### config.mk
export PLATFORM = sky130hd
export DESIGN_NAME = sdrv_enable_reg
export DESIGN_NICKNAME = d
export VERILOG_FILES = /design/src/rtl/sdrv_pkg.sv /design/src/rtl/sdrv_sync.sv /design/src/rtl/sdrv_shifter.sv /design/src/rtl/sdrv_hold.sv /design/src/rtl/sdrv_blank.sv /design/src/rtl/sdrv_enable_reg.sv
export SDC_FILE = /design/constraint.sdc
export NUM_CORES = 1
export LEC_CHECK = 0
export ABC_AREA = 1
export BUFFER_PORTS_ARGS = -buffer_cell sky130_fd_sc_hd__buf_2
export CAP_MARGIN = 20
export CORE_AREA = 3 3 59 61
export DETAILED_ROUTE_END_ITERATION = 10
export DIE_AREA = 0 0 62 64
export HOLD_SLACK_MARGIN = 0.15
export PLACE_DENSITY_LB_ADDON = 0.15
export SYNTH_ARGS = -nofsm -noshare
export SYNTH_HDL_FRONTEND = slang
export SYNTH_SLANG_ARGS = --single-unit
### constraint.sdc
create_clock -name clk -period 1.5 [get_ports clk]
set_clock_uncertainty 0.15 [all_clocks]
set_input_delay 0.3 -clock clk [delete_from_list [all_inputs] [get_ports clk]]
set_output_delay 0.3 -clock clk [all_outputs]
set_load 0.01 [all_outputs]
### src/rtl/sdrv_pkg.sv
// Package: shared defaults and bundle positions for the serial enable register.
// Assumes: the three asynchronous serial inputs travel as one bundle through the
// synchronizer, and these localparams give each input's bit within it.
package sdrv_pkg;
    localparam int DEF_CH     = 16;
    localparam int DEF_SYNC   = 2;
    localparam int IN_W       = 3;
    localparam int IDX_SCLK   = 0;
    localparam int IDX_SIN    = 1;
    localparam int IDX_LAT    = 2;
endpackage

### src/rtl/sdrv_sync.sv
// Module: multi-stage synchronizer for a bundle of asynchronous inputs.
// Assumes: the bits are independent levels, and a skew of one cycle between bits
// is harmless because the data lines settle long before the serial clock moves.
// Reset clears every stage to 0.
module sdrv_sync #(
    parameter int W      = 3,
    parameter int STAGES = 2
) (
    input  logic         clk,
    input  logic         rst_n,
    input  logic [W-1:0] d_i,
    output logic [W-1:0] q_o
);
    logic [W-1:0] stg [STAGES];

    generate
        for (genvar s = 0; s < STAGES; s++) begin : g_stage
            // Purpose: move the bundle one flop deeper into the clock domain.
            always_ff @(posedge clk) begin
                if (!rst_n) begin
                    stg[s] <= '0;
                end else if (s == 0) begin
                    stg[s] <= d_i;
                end else begin
                    stg[s] <= stg[(s == 0) ? 0 : s-1];
                end
            end
        end
    endgenerate

    assign q_o = stg[STAGES-1];
endmodule

### src/rtl/sdrv_shifter.sv
// Module: serial-clock edge detector and N-bit shift register.
// Assumes: its inputs are already synchronized. The register has no reset
// because its power-up value is undefined, and only the edge detector is reset.
// Also presents the next-state value so a transparent latch can follow in the
// same clock.
module sdrv_shifter #(
    parameter int N = 16
) (
    input  logic         clk,
    input  logic         rst_n,
    input  logic         sclk_s,
    input  logic         sin_s,
    output logic [N-1:0] shreg_q,
    output logic [N-1:0] shreg_d
);
    logic prev_q;
    logic rise;

    // Purpose: remember the sampled serial clock level for edge detection.
    always_ff @(posedge clk) begin
        if (!rst_n) prev_q <= 1'b0;
        else        prev_q <= sclk_s;
    end

    assign rise = rst_n & sclk_s & ~prev_q;

    // Purpose: form the next register value, shifted on a detected rise.
    always_comb begin
        if (rise) shreg_d = {shreg_q[N-2:0], sin_s};
        else      shreg_d = shreg_q;
    end

    // Purpose: hold the shift register state (no reset by intent).
    always_ff @(posedge clk) begin
        shreg_q <= shreg_d;
    end

    // a detected rise moves every bit up by one and takes in the data bit.
    a_r1_shift: assert property (@(posedge clk) disable iff (!rst_n)
        rise |=> (shreg_q == {$past(shreg_q[N-2:0]), $past(sin_s)}));
    // without a rise the register (and so the cascade output) holds.
    a_r2_idle: assert property (@(posedge clk) disable iff (!rst_n)
        !rise |=> $stable(shreg_q));
    // a single serial clock rise gives a single shift.
    a_r7_one_shot: assert property (@(posedge clk) disable iff (!rst_n)
        rise |=> !rise);
endmodule

### src/rtl/sdrv_hold.sv
// Module: level-sensitive hold latch, built as an enabled register in the system
// clock domain. While enabled it loads the shift register's next value, so it
// moves on the same edge as the shifter. No reset by intent.
module sdrv_hold #(
    parameter int N = 16
) (
    input  logic         clk,
    input  logic         rst_n,
    input  logic         en,
    input  logic [N-1:0] d_i,
    output logic [N-1:0] q_o
);
    // Purpose: follow the input while enabled, otherwise keep the value.
    always_ff @(posedge clk) begin
        if (en) q_o <= d_i;
    end

    // with the latch closed, the contents do not move.
    a_r4_hold: assert property (@(posedge clk) disable iff (!rst_n)
        !en |=> $stable(q_o));
endmodule

### src/rtl/sdrv_blank.sv
// Module: per-channel blanking gate. Purely combinational from the blanking
// input to the channel enables, so blanking never touches the stored state.
module sdrv_blank #(
    parameter int N = 16
) (
    input  logic         blank,
    input  logic [N-1:0] lat_q,
    output logic [N-1:0] en_o
);
    generate
        for (genvar c = 0; c < N; c++) begin : g_ch
            // Purpose: drive one channel enable from its latch bit unless blanked.
            assign en_o[c] = lat_q[c] & ~blank;
        end
    endgenerate
endmodule

### src/rtl/sdrv_enable_reg.sv
// Module: top of the serial-loaded channel enable register.
// Assumes: sclk_i, sin_i and lat_i are asynchronous and change slowly compared
// with clk (each level is held for at least SYNC_STAGES+2 clocks), and sclk_i is
// low when rst_n is released. Shift register and latch power up undefined.
module sdrv_enable_reg
    import sdrv_pkg::*;
#(
    parameter int N_CH        = DEF_CH,
    parameter int SYNC_STAGES = DEF_SYNC
) (
    input  logic            clk,
    input  logic            rst_n,
    input  logic            sclk_i,
    input  logic            sin_i,
    input  logic            lat_i,
    input  logic            blank_i,
    output logic            sout_o,
    output logic [N_CH-1:0] ch_en_o
);
    logic [IN_W-1:0] raw_in;
    logic [IN_W-1:0] syn_in;
    logic [N_CH-1:0] shreg_q;
    logic [N_CH-1:0] shreg_d;
    logic [N_CH-1:0] latch_q;
    logic            lat_en;

    // Purpose: bundle the serial inputs in package-defined positions.
    always_comb begin
        raw_in           = '0;
        raw_in[IDX_SCLK] = sclk_i;
        raw_in[IDX_SIN]  = sin_i;
        raw_in[IDX_LAT]  = lat_i;
    end

    sdrv_sync #(.W(IN_W), .STAGES(SYNC_STAGES)) sync_i (
        .clk   (clk),
        .rst_n (rst_n),
        .d_i   (raw_in),
        .q_o   (syn_in)
    );

    sdrv_shifter #(.N(N_CH)) shift_i (
        .clk     (clk),
        .rst_n   (rst_n),
        .sclk_s  (syn_in[IDX_SCLK]),
        .sin_s   (syn_in[IDX_SIN]),
        .shreg_q (shreg_q),
        .shreg_d (shreg_d)
    );

    assign lat_en = rst_n & syn_in[IDX_LAT];

    sdrv_hold #(.N(N_CH)) hold_i (
        .clk   (clk),
        .rst_n (rst_n),
        .en    (lat_en),
        .d_i   (shreg_d),
        .q_o   (latch_q)
    );

    sdrv_blank #(.N(N_CH)) blank_i_u (
        .blank (blank_i),
        .lat_q (latch_q),
        .en_o  (ch_en_o)
    );

    assign sout_o = shreg_q[N_CH-1];

    // an open latch matches the shift register after every clock.
    a_r3_follow: assert property (@(posedge clk) disable iff (!rst_n)
        lat_en |=> (latch_q == shreg_q));
    // blanking forces every channel enable off.
    a_r5_blank: assert property (@(posedge clk) disable iff (!rst_n)
        blank_i |-> (ch_en_o == '0));
    // the cascade output moves only together with the shift register.
    a_r2_sout: assert property (@(posedge clk) disable iff (!rst_n)
        $stable(shreg_q) |-> $stable(sout_o));
endmodule

==> impl_metrics.py, run 1 <==
metrics = {
    "min_path": {
        "hp-start": "rst_n",
        "min_path_cells": 3,
        "hp-class": "in -> reg",
        "hold_path_end": "sync_i.stg[0][2]",
    },
    "placement": {
        "hpwlAfterDp_mm": 1.461,
        "port_buffers": 22,
        "dp_slack_ps": 127.7,
        "placed_area_um2": 1575,
        "gp_congestion": 0.7211,
    },
    "yosys": {
        "syn_nets": 152,
        "synth_cell_type_count": 13,
        "syn_inst": 146,
        "yosysSeqAreaShare": 0.6556,
        "synth.ff_latch_count": 39,
        "synth_area_um2": 1435,
        "ys_warn_count": 0,
        "postSynthAreaPerCell_um2": 9.830,
    },
    "cts": {
        "numCtsBuffers": 5,
        "clk_pin_slew_worst_paths_ps": 110,
        "clk-insertion-delay-late_ps": 330,
        "cts-root-buf": "clkbuf_4",
        "cts_tree": "done",
        "ctsHtreeMaxLevel": 2,
        "post_cts_buffers": 0,
        "post_cts_resized": 0,
        "clock_sinks": 39,
        "clock_path_buffers": 2,
    },
    "cells_and_area": {
        "final_cell_mix": "nand2_1, inv_1, dfxtp_1",
        "drive_gt1_frac": 0.2114,
        "antennaDiodeCount": 0,
        "final_common_cell": "nand2_1",
        "area_delta_synth_final_pct": 17.87,
        "final_cell_area_um2": 1692,
        "nets": 180,
    },
    "floorplan": {
        "dieArea_um2": 3968,
        "dieWidth_um": 62,
        "core_area_um2": 3028,
        "die_h_um": 64,
        "rows": 20,
        "io_pins": 23,
        "initial_core_util": 0.4740,
    },
    "timing": {
        "tightestPinTransition_ps": 282.5,
        "layout_min_cycle_time_ps": 1403,
        "finalCritPeriodShare": 0.9355,
        "relSlewSlack": 0.8117,
        "whs_ps": 139.4,
        "finalSetupViolCount": 0,
        "max_clock_freq_ghz": 0.7126,
        "slew_viol_final": 0,
        "hold_viol": 0,
        "setup_slack_ps": 96.73,
        "grt_setup_unrepaired": "yes",
        "final.setup.tns_ps": 0,
    },
    "pwr": {
        "leakage_uw": 0.0008513,
        "finalPower_uw": 1907,
        "peakVddDrop_v": 0.0006775,
        "power_density_nw_per_um2": 1127,
    },
    "route": {
        "vias": 953,
        "wl_mm": 2.276,
        "drc_errors": 0,
        "viasPerCell": 4.352,
        "drt-initial-drc-count": 18,
        "postRouteAntennaNets": 0,
        "first_pass_iters": 4,
        "wl_per_cell_um": 10.39,
    },
    "grt": {
        "antenna_found_initial": 0,
        "grt_overflow": 0,
        "grtUsageTotal": 0.1367,
        "grt_max_degree": 18,
        "grt_first_pass_wirelength_mm": 4.008,
        "grt_pass1_vias": 910,
    },
    "critical_path": {
        "cp.required_ps": 1050,
        "path_class": "reg -> out",
        "max_stage_delay_ps": 390,
        "crit_fanout": 1,
        "crit_family": "flip-flops",
        "path_cells": "inv_1 > nor2_1 > buf_2",
        "critPathBufInv": 2,
        "r2r-start": "sync_i.stg[1][0]",
        "end_kind": "output pin",
        "rr_worst_depth": 3,
        "worstReg2RegEnd": "hold_i.q_o[10]",
        "cp-start-kind": "flop",
        "worstPathArrival_ps": 950,
        "slowest_stage": "edfxtp_1",
        "rrSetupSlack_ps": 350,
    },
    "status": {
        "status": "complete, no violations",
    },
    "flow_run": {
        "maxCapViolations": 0,
    },
}
==> synthesized netlist by cell type, drive strengths merged <==
| cell type | instances | area share |
|---|---|---|
| nand3 | 1 | 0.012 |
| clkbuf | 1 | 0.0035 |
| nor2 | 16 | 0.042 |
| edfxtp | 16 | 0.33 |
| nand2 | 40 | 0.11 |
| buf | 8 | 0.044 |
| nand4 | 16 | 0.070 |
| inv | 25 | 0.065 |
| dfxtp | 23 | 0.32 |
==> registers in the layout, indices dropped and copies added, names as in the netlist <==
register	count
shift_i.prev_q	1
shift_i.shreg_q	16
sync_i.stg	6
hold_i.q_o	16
==> stage by stage <==
stage                     cells    util
final                       219  0.5587
after global routing        219  0.5587
after CTS                   222  0.5686
after detailed placement    207  0.5202
after global placement      207  0.5202
after floorplan             146       -
==> worst reg2reg max path, cell delays in order (launching register included) <==
cell and delay (ps):
dfxtp_1 390, nand3_4 200, nand2_1 110, nand2_1 70
==> routing by layer <==
layer / up-vias / global-route usage / share of wire
met2: 27 / 0.2150 / 0.48
met4: 0 / 0.03979 / 0.0044
met3: 2 / 0.06061 / 0.057
met5: - / 0 / 0
li1: 512 / - / -
met1: 412 / 0.1656 / 0.46
==> kinds of logic after synthesis <==
| family | synth area share |
|---|---|
| and+or+nand+nor | 0.2319 |
| buffers and inverters | 0.1125 |
| DFF | 0.6556 |
==> what timing repair did <==
action                                 CTS  global route
endpoints found under the hold margin    5             0
hold buffers                             7             0
setup endpoints to repair                0             4
==> cell type report <==
type / count / area, um^2
multi-input combinational: 73 / 332.8
inverter: 25 / 93.84
sequential: 39 / 940.9
clock inverter: 3 / 38.79
timing repair buffer: 30 / 192.7
fill: 275 / 1336
tap: 44 / 55.05
clock buffer: 5 / 37.54
==> worst max path at each step <==
stage | cells after the start | end | start | slack (ps)
after floorplan | 4 | hold_i.q_o[0] | rst_n | 30
after global placement | 4 | hold_i.q_o[10] | rst_n | 180
after detailed placement | 4 | hold_i.q_o[10] | rst_n | 130
after CTS | 5 | sync_i.stg[0][0] | sclk_i | 40
after global routing | 3 | ch_en_o[3] | hold_i.q_o[3] | -6
final | 3 | ch_en_o[3] | hold_i.q_o[3] | 100
==> power breakdown <==
group          switching (uW)  total, uW  internal, uW
Sequential               11.9       1140          1130
Clock                     315        658           343
Combinational            64.7        107          42.2
Total                     392       1910          1510
Note: power is estimated with default switching activity, not from simulation.
==> inputs of run 2 (changes only) <==
==> constraint.sdc (replaced) <==
create_clock -name clk -period 1.5 [get_ports clk]
set_clock_uncertainty 0.15 [all_clocks]
set_input_delay 0.225 -clock clk [delete_from_list [all_inputs] [get_ports clk]]
set_output_delay 0.225 -clock clk [all_outputs]
set_load 0.01 [all_outputs]
==> impl_metrics.py, run 2 (synthesis results as in run 1) <==
metrics = {
    "status": {
        "status": "complete, no violations",
    },
    "timing": {
        "slew_viol_final": 0,
        "finalSetupViolCount": 0,
        "finalCritPeriodShare": 0.9628,
        "max_clock_freq_ghz": 0.6924,
        "hold_viol": 0,
        "grt_setup_unrepaired": "no",
        "layout_min_cycle_time_ps": 1444,
        "relSlewSlack": 0.8117,
        "tightestPinTransition_ps": 282.5,
        "final.setup.tns_ps": 0,
        "whs_ps": 236.3,
    },
    "critical_path": {
        "r2r-start": "sync_i.stg[1][0]",
        "slowest_stage": "dlygate4sd3_1",
        "crit_fanout": 1,
        "rr_worst_depth": 3,
        "path_class": "in -> reg",
        "crit_family": "buffers and inverters",
        "worstPathArrival_ps": 1530,
        "worstReg2RegEnd": "hold_i.q_o[10]",
        "cp.required_ps": 1580,
        "end_kind": "flop",
        "path_common_cell": "dlygate4sd3_1",
        "critPathBufInv": 4,
        "rrSetupSlack_ps": 350,
        "max_stage_delay_ps": 560,
        "path_cells": "dlygate4sd3_1 > buf_2 > nand2_1 > dlygate4sd3_1 > inv_1",
        "cp-start-kind": "input port",
    },
    "cts": {
        "clk_pin_slew_worst_paths_ps": 100,
        "clock_path_buffers": 2,
        "ctsHtreeMaxLevel": 2,
        "clock_sinks": 39,
        "clk-insertion-delay-late_ps": 330,
        "cts-root-buf": "clkbuf_4",
        "hold_buffers": 8,
        "numCtsBuffers": 5,
        "cts_tree": "done",
        "post_cts_buffers": 0,
        "post_cts_resized": 0,
    },
    "pwr": {
        "power_density_nw_per_um2": 1107,
        "peakVddDrop_v": 0.0006832,
        "finalPower_uw": 1918,
        "leakage_uw": 0.0008638,
    },
    "grt": {
        "grt_overflow": 0,
        "grt_max_degree": 18,
        "antenna_found_initial": 0,
        "grt_first_pass_wirelength_mm": 4.071,
        "grtUsageTotal": 0.1391,
        "grt_pass1_vias": 921,
    },
    "floorplan": {
        "dieWidth_um": 62,
        "initial_core_util": 0.4740,
        "dieArea_um2": 3968,
        "core_area_um2": 3028,
        "rows": 20,
        "die_h_um": 64,
        "io_pins": 23,
    },
    "cells_and_area": {
        "final_common_cell": "nand2_1",
        "area_delta_synth_final_pct": 20.66,
        "regArea_um2": 940.9,
        "reg.largest.list": "hold_i.q_o: 16 flops, shift_i.shreg_q: 16 flops, sync_i.stg: 6 flops",
        "nets": 184,
        "antennaDiodeCount": 0,
        "multi_input_area_um2": 332.8,
        "final_cell_mix": "nand2_1, inv_1, dfxtp_1",
        "drive_gt1_frac": 0.2067,
        "nFillCells": 273,
    },
    "min_path": {
        "hp-start": "rst_n",
        "hp-class": "in -> reg",
        "min_path_cells": 4,
        "hold_path_end": "sync_i.stg[1][1]",
    },
    "placement": {
        "gp_congestion": 0.7211,
        "port_buffers": 22,
        "hpwlAfterDp_mm": 1.461,
    },
    "route": {
        "drt-initial-drc-count": 22,
        "vias": 970,
        "wl_per_cell_um": 10.61,
        "postRouteAntennaNets": 0,
        "drc_errors": 0,
        "first_pass_iters": 4,
        "viasPerCell": 4.350,
        "wl_mm": 2.367,
    },
    "flow_run": {
        "maxCapViolations": 0,
    },
}
run 2: worst register-to-register path, delay by kind of cell (launching register included):
family	cells	cell delay [ps]
flip-flops	1	390
AND/OR/NAND/NOR	3	380
run 2: power breakdown:
part | switching, uW | total [uW] | internal [uW]
clock network | 317 | 660 | 343
logic | 66.9 | 116 | 49.1
registers | 11.9 | 1140 | 1130
total | 396 | 1920 | 1520
run 2: final cells by class:
type                            instances  share of cell area
Inverter                               25             0.05419
Clock buffer                            5             0.02168
Clock inverter                          3             0.02240
Timing Repair Buffer                   34              0.1344
Tap cell                               44             0.03179
Multi-Input combinational cell         73              0.1922
Sequential cell                        39              0.5434
run 2: how the worst max path moves through the flow:
stage                     startpoint  slack, ps  cells past startpoint                to
after floorplan                rst_n        100                      4     hold_i.q_o[0]
after global placement         rst_n        250                      4    hold_i.q_o[10]
after detailed placement       rst_n        200                      4    hold_i.q_o[10]
after CTS                     sclk_i        120                      5  sync_i.stg[0][0]
after global routing           sin_i         60                      5  sync_i.stg[0][1]
final                          sin_i         60                      5  sync_i.stg[0][1]
run 2: per-layer routing:
metal | share of wire | track usage | vias to the layer above
met5 | 0 | 0 | -
met3 | 0.051 | 0.06061 | 2
met2 | 0.50 | 0.2228 | 25
li1 | - | - | 520
met1 | 0.45 | 0.1656 | 423
met4 | 0.0042 | 0.03979 | 0
run 2: stage by stage:
stage	setup WS [ps]	util	std cells	instance area, um^2
CTS	115.7	0.5719	223	1732
finish	55.81	0.5719	223	1732
global route	58.42	0.5719	223	1732
floorplan	104.2	-	146	1435
detailed placement	202.7	0.5202	207	1575
global placement	252.8	0.5202	207	1575
==> inputs of run 3 (changes only) <==
--- a/config.mk
+++ b/config.mk
@@ -8,9 +8,9 @@
 export ABC_AREA = 1
 export BUFFER_PORTS_ARGS = -buffer_cell sky130_fd_sc_hd__buf_2
 export CAP_MARGIN = 20
-export CORE_AREA = 3 3 59 61
+export CORE_AREA = 3 3 54 56
 export DETAILED_ROUTE_END_ITERATION = 10
-export DIE_AREA = 0 0 62 64
+export DIE_AREA = 0 0 57 59
 export HOLD_SLACK_MARGIN = 0.15
 export PLACE_DENSITY_LB_ADDON = 0.15
 export SYNTH_ARGS = -nofsm -noshare
==> constraint.sdc (replaced) <==
create_clock -name clk -period 1.8 [get_ports clk]
set_clock_uncertainty 0.15 [all_clocks]
set_input_delay 0.27 -clock clk [delete_from_list [all_inputs] [get_ports clk]]
set_output_delay 0.27 -clock clk [all_outputs]
set_load 0.01 [all_outputs]
==> impl_metrics.py, run 3 (synthesis results as in run 1) <==
metrics = {
    "cells_and_area": {
        "nets": 178,
        "area_delta_synth_final_pct": 12.73,
        "final_cell_area_um2": 1618,
        "antennaDiodeCount": 0,
        "final_common_cell": "nand2_1",
        "drive_gt1_frac": 0.2023,
        "reg.largest.list": "hold_i.q_o: 16 flops, shift_i.shreg_q: 16 flops, sync_i.stg: 6 flops",
        "final_cell_mix": "nand2_1, inv_1, dfxtp_1",
    },
    "timing": {
        "hold_viol": 0,
        "tightestPinTransition_ps": 309.1,
        "finalSetupViolCount": 0,
        "final.setup.tns_ps": 0,
        "relSlewSlack": 0.7939,
        "max_clock_freq_ghz": 0.7224,
        "finalCritPeriodShare": 0.7691,
        "slew_viol_final": 0,
        "layout_min_cycle_time_ps": 1384,
        "grt_setup_unrepaired": "no",
    },
    "min_path": {
        "hp-class": "in -> reg",
    },
    "cts": {
        "ctsHtreeMaxLevel": 2,
        "post_cts_buffers": 0,
        "clock_path_buffers": 2,
        "cts_tree": "done",
        "clk_pin_slew_worst_paths_ps": 110,
        "numCtsBuffers": 5,
        "clock_sinks": 39,
        "clk-insertion-delay-late_ps": 340,
        "cts-root-buf": "clkbuf_4",
    },
    "grt": {
        "grtUsageTotal": 0.1552,
        "grt_overflow": 0,
        "grt_first_pass_wirelength_mm": 3.801,
        "grt_max_degree": 18,
        "antenna_found_initial": 0,
        "grt_pass1_vias": 944,
    },
    "pwr": {
        "power_density_nw_per_um2": 890.9,
        "peakVddDrop_v": 0.0008816,
        "leakage_uw": 0.0008266,
    },
    "route": {
        "vias": 966,
        "postRouteAntennaNets": 0,
        "wl_mm": 2.109,
        "viasPerCell": 4.759,
        "drt-initial-drc-count": 14,
        "drc_errors": 0,
        "wl_per_cell_um": 10.39,
        "first_pass_iters": 4,
    },
    "placement": {
        "gp_congestion": 0.7215,
        "port_buffers": 22,
        "placed_area_um2": 1538,
        "hpwlAfterDp_mm": 1.414,
    },
    "critical_path": {
        "cp-start-kind": "flop",
        "worstPathArrival_ps": 960,
        "cp.required_ps": 1380,
        "r2r-start": "shift_i.prev_q",
        "startpoint": "hold_i.q_o[10]",
        "end_kind": "output pin",
        "worstReg2RegEnd": "hold_i.q_o[10]",
        "cp-endpoint": "ch_en_o[10]",
        "path_cells": "inv_1 > nor2_1 > buf_2",
        "rr_worst_depth": 4,
        "max_stage_delay_ps": 380,
        "crit_fanout": 1,
        "rrSetupSlack_ps": 450,
        "slowest_stage": "edfxtp_1",
        "path_class": "reg -> out",
    },
    "floorplan": {
        "core_area_um2": 2477,
        "dieArea_um2": 3363,
        "io_pins": 23,
        "initial_core_util": 0.5793,
        "rows": 18,
        "die_h_um": 59,
        "dieWidth_um": 57,
    },
    "status": {
        "status": "complete, no violations",
    },
    "flow_run": {
        "maxCapViolations": 0,
    },
}
## run 3: metal layers
metal / vias to the layer above / wire length [um] / GRT usage
li1: 510 / - / -
met1: 429 / 919 / 0.1568
met2: 22 / 996 / 0.2626
met3: 5 / 143 / 0.07407
met4: 0 / 49 / 0.08940
met5: - / 0 / 0
## run 3: where the power goes
| group | leakage, uW | switching, uW | internal, uW |
|---|---|---|---|
| Clock | 0.0000293 | 255 | 152 |
| Sequential | 0.000337 | 11.0 | 941 |
| Combinational | 0.000460 | 50.0 | 31.4 |
| Total | 0.000827 | 316 | 1130 |
## run 3: through the flow
step | std cells | setup WS [ps] | utilization | hold WS, ps | power, uW
2_1_floorplan | 146 | 359.2 | - | 217.6 | 1030
3_3_place_gp | 192 | 415.2 | 0.6207 | 250.0 | 1048
3_5_place_dp | 192 | 401.0 | 0.6207 | 252.0 | 1050
4_1_cts | 203 | 387.7 | 0.6530 | 197.7 | 1459
5_1_grt | 203 | 294.3 | 0.6530 | 210.4 | 1508
6_report | 203 | 415.7 | 0.6530 | 224.6 | 1441
## run 3: timing repair
item,4_1_cts,5_1_grt
hold endpoints to repair,3,0
resized for setup,0,0
hold buffers,3,0
## run 3: how the worst min path moves through the flow
stage                                 from            endpoint  slack, ps  cells past startpoint
after floorplan                     sclk_i    sync_i.stg[0][0]        220                      2
after global placement    sync_i.stg[0][1]    sync_i.stg[1][1]        250                      2
final                                rst_n  shift_i.shreg_q[8]        220                      3
after detailed placement  sync_i.stg[0][1]    sync_i.stg[1][1]        250                      2
after CTS                            rst_n  shift_i.shreg_q[0]        200                      3
after global routing                 rst_n  shift_i.shreg_q[0]        210                      3
## run 3: area by class of cell
| class | count | area (um^2) |
|---|---|---|
| inverters | 25 | 93.84 |
| flip-flops and latches | 39 | 940.9 |
| well taps | 30 | 37.54 |
| clock inverters | 1 | 5.005 |
| clock buffers | 7 | 45.04 |
| repair buffers | 28 | 162.7 |
| fillers | 216 | 859.6 |
| multi-input cells | 73 | 332.8 |
## run 3: critical path: cells and delay by family, from the launching register on
kind	cells	cell delay [ps]
flip-flops	1	380
buffers and inverters	2	210
AND/OR/NAND/NOR	1	30
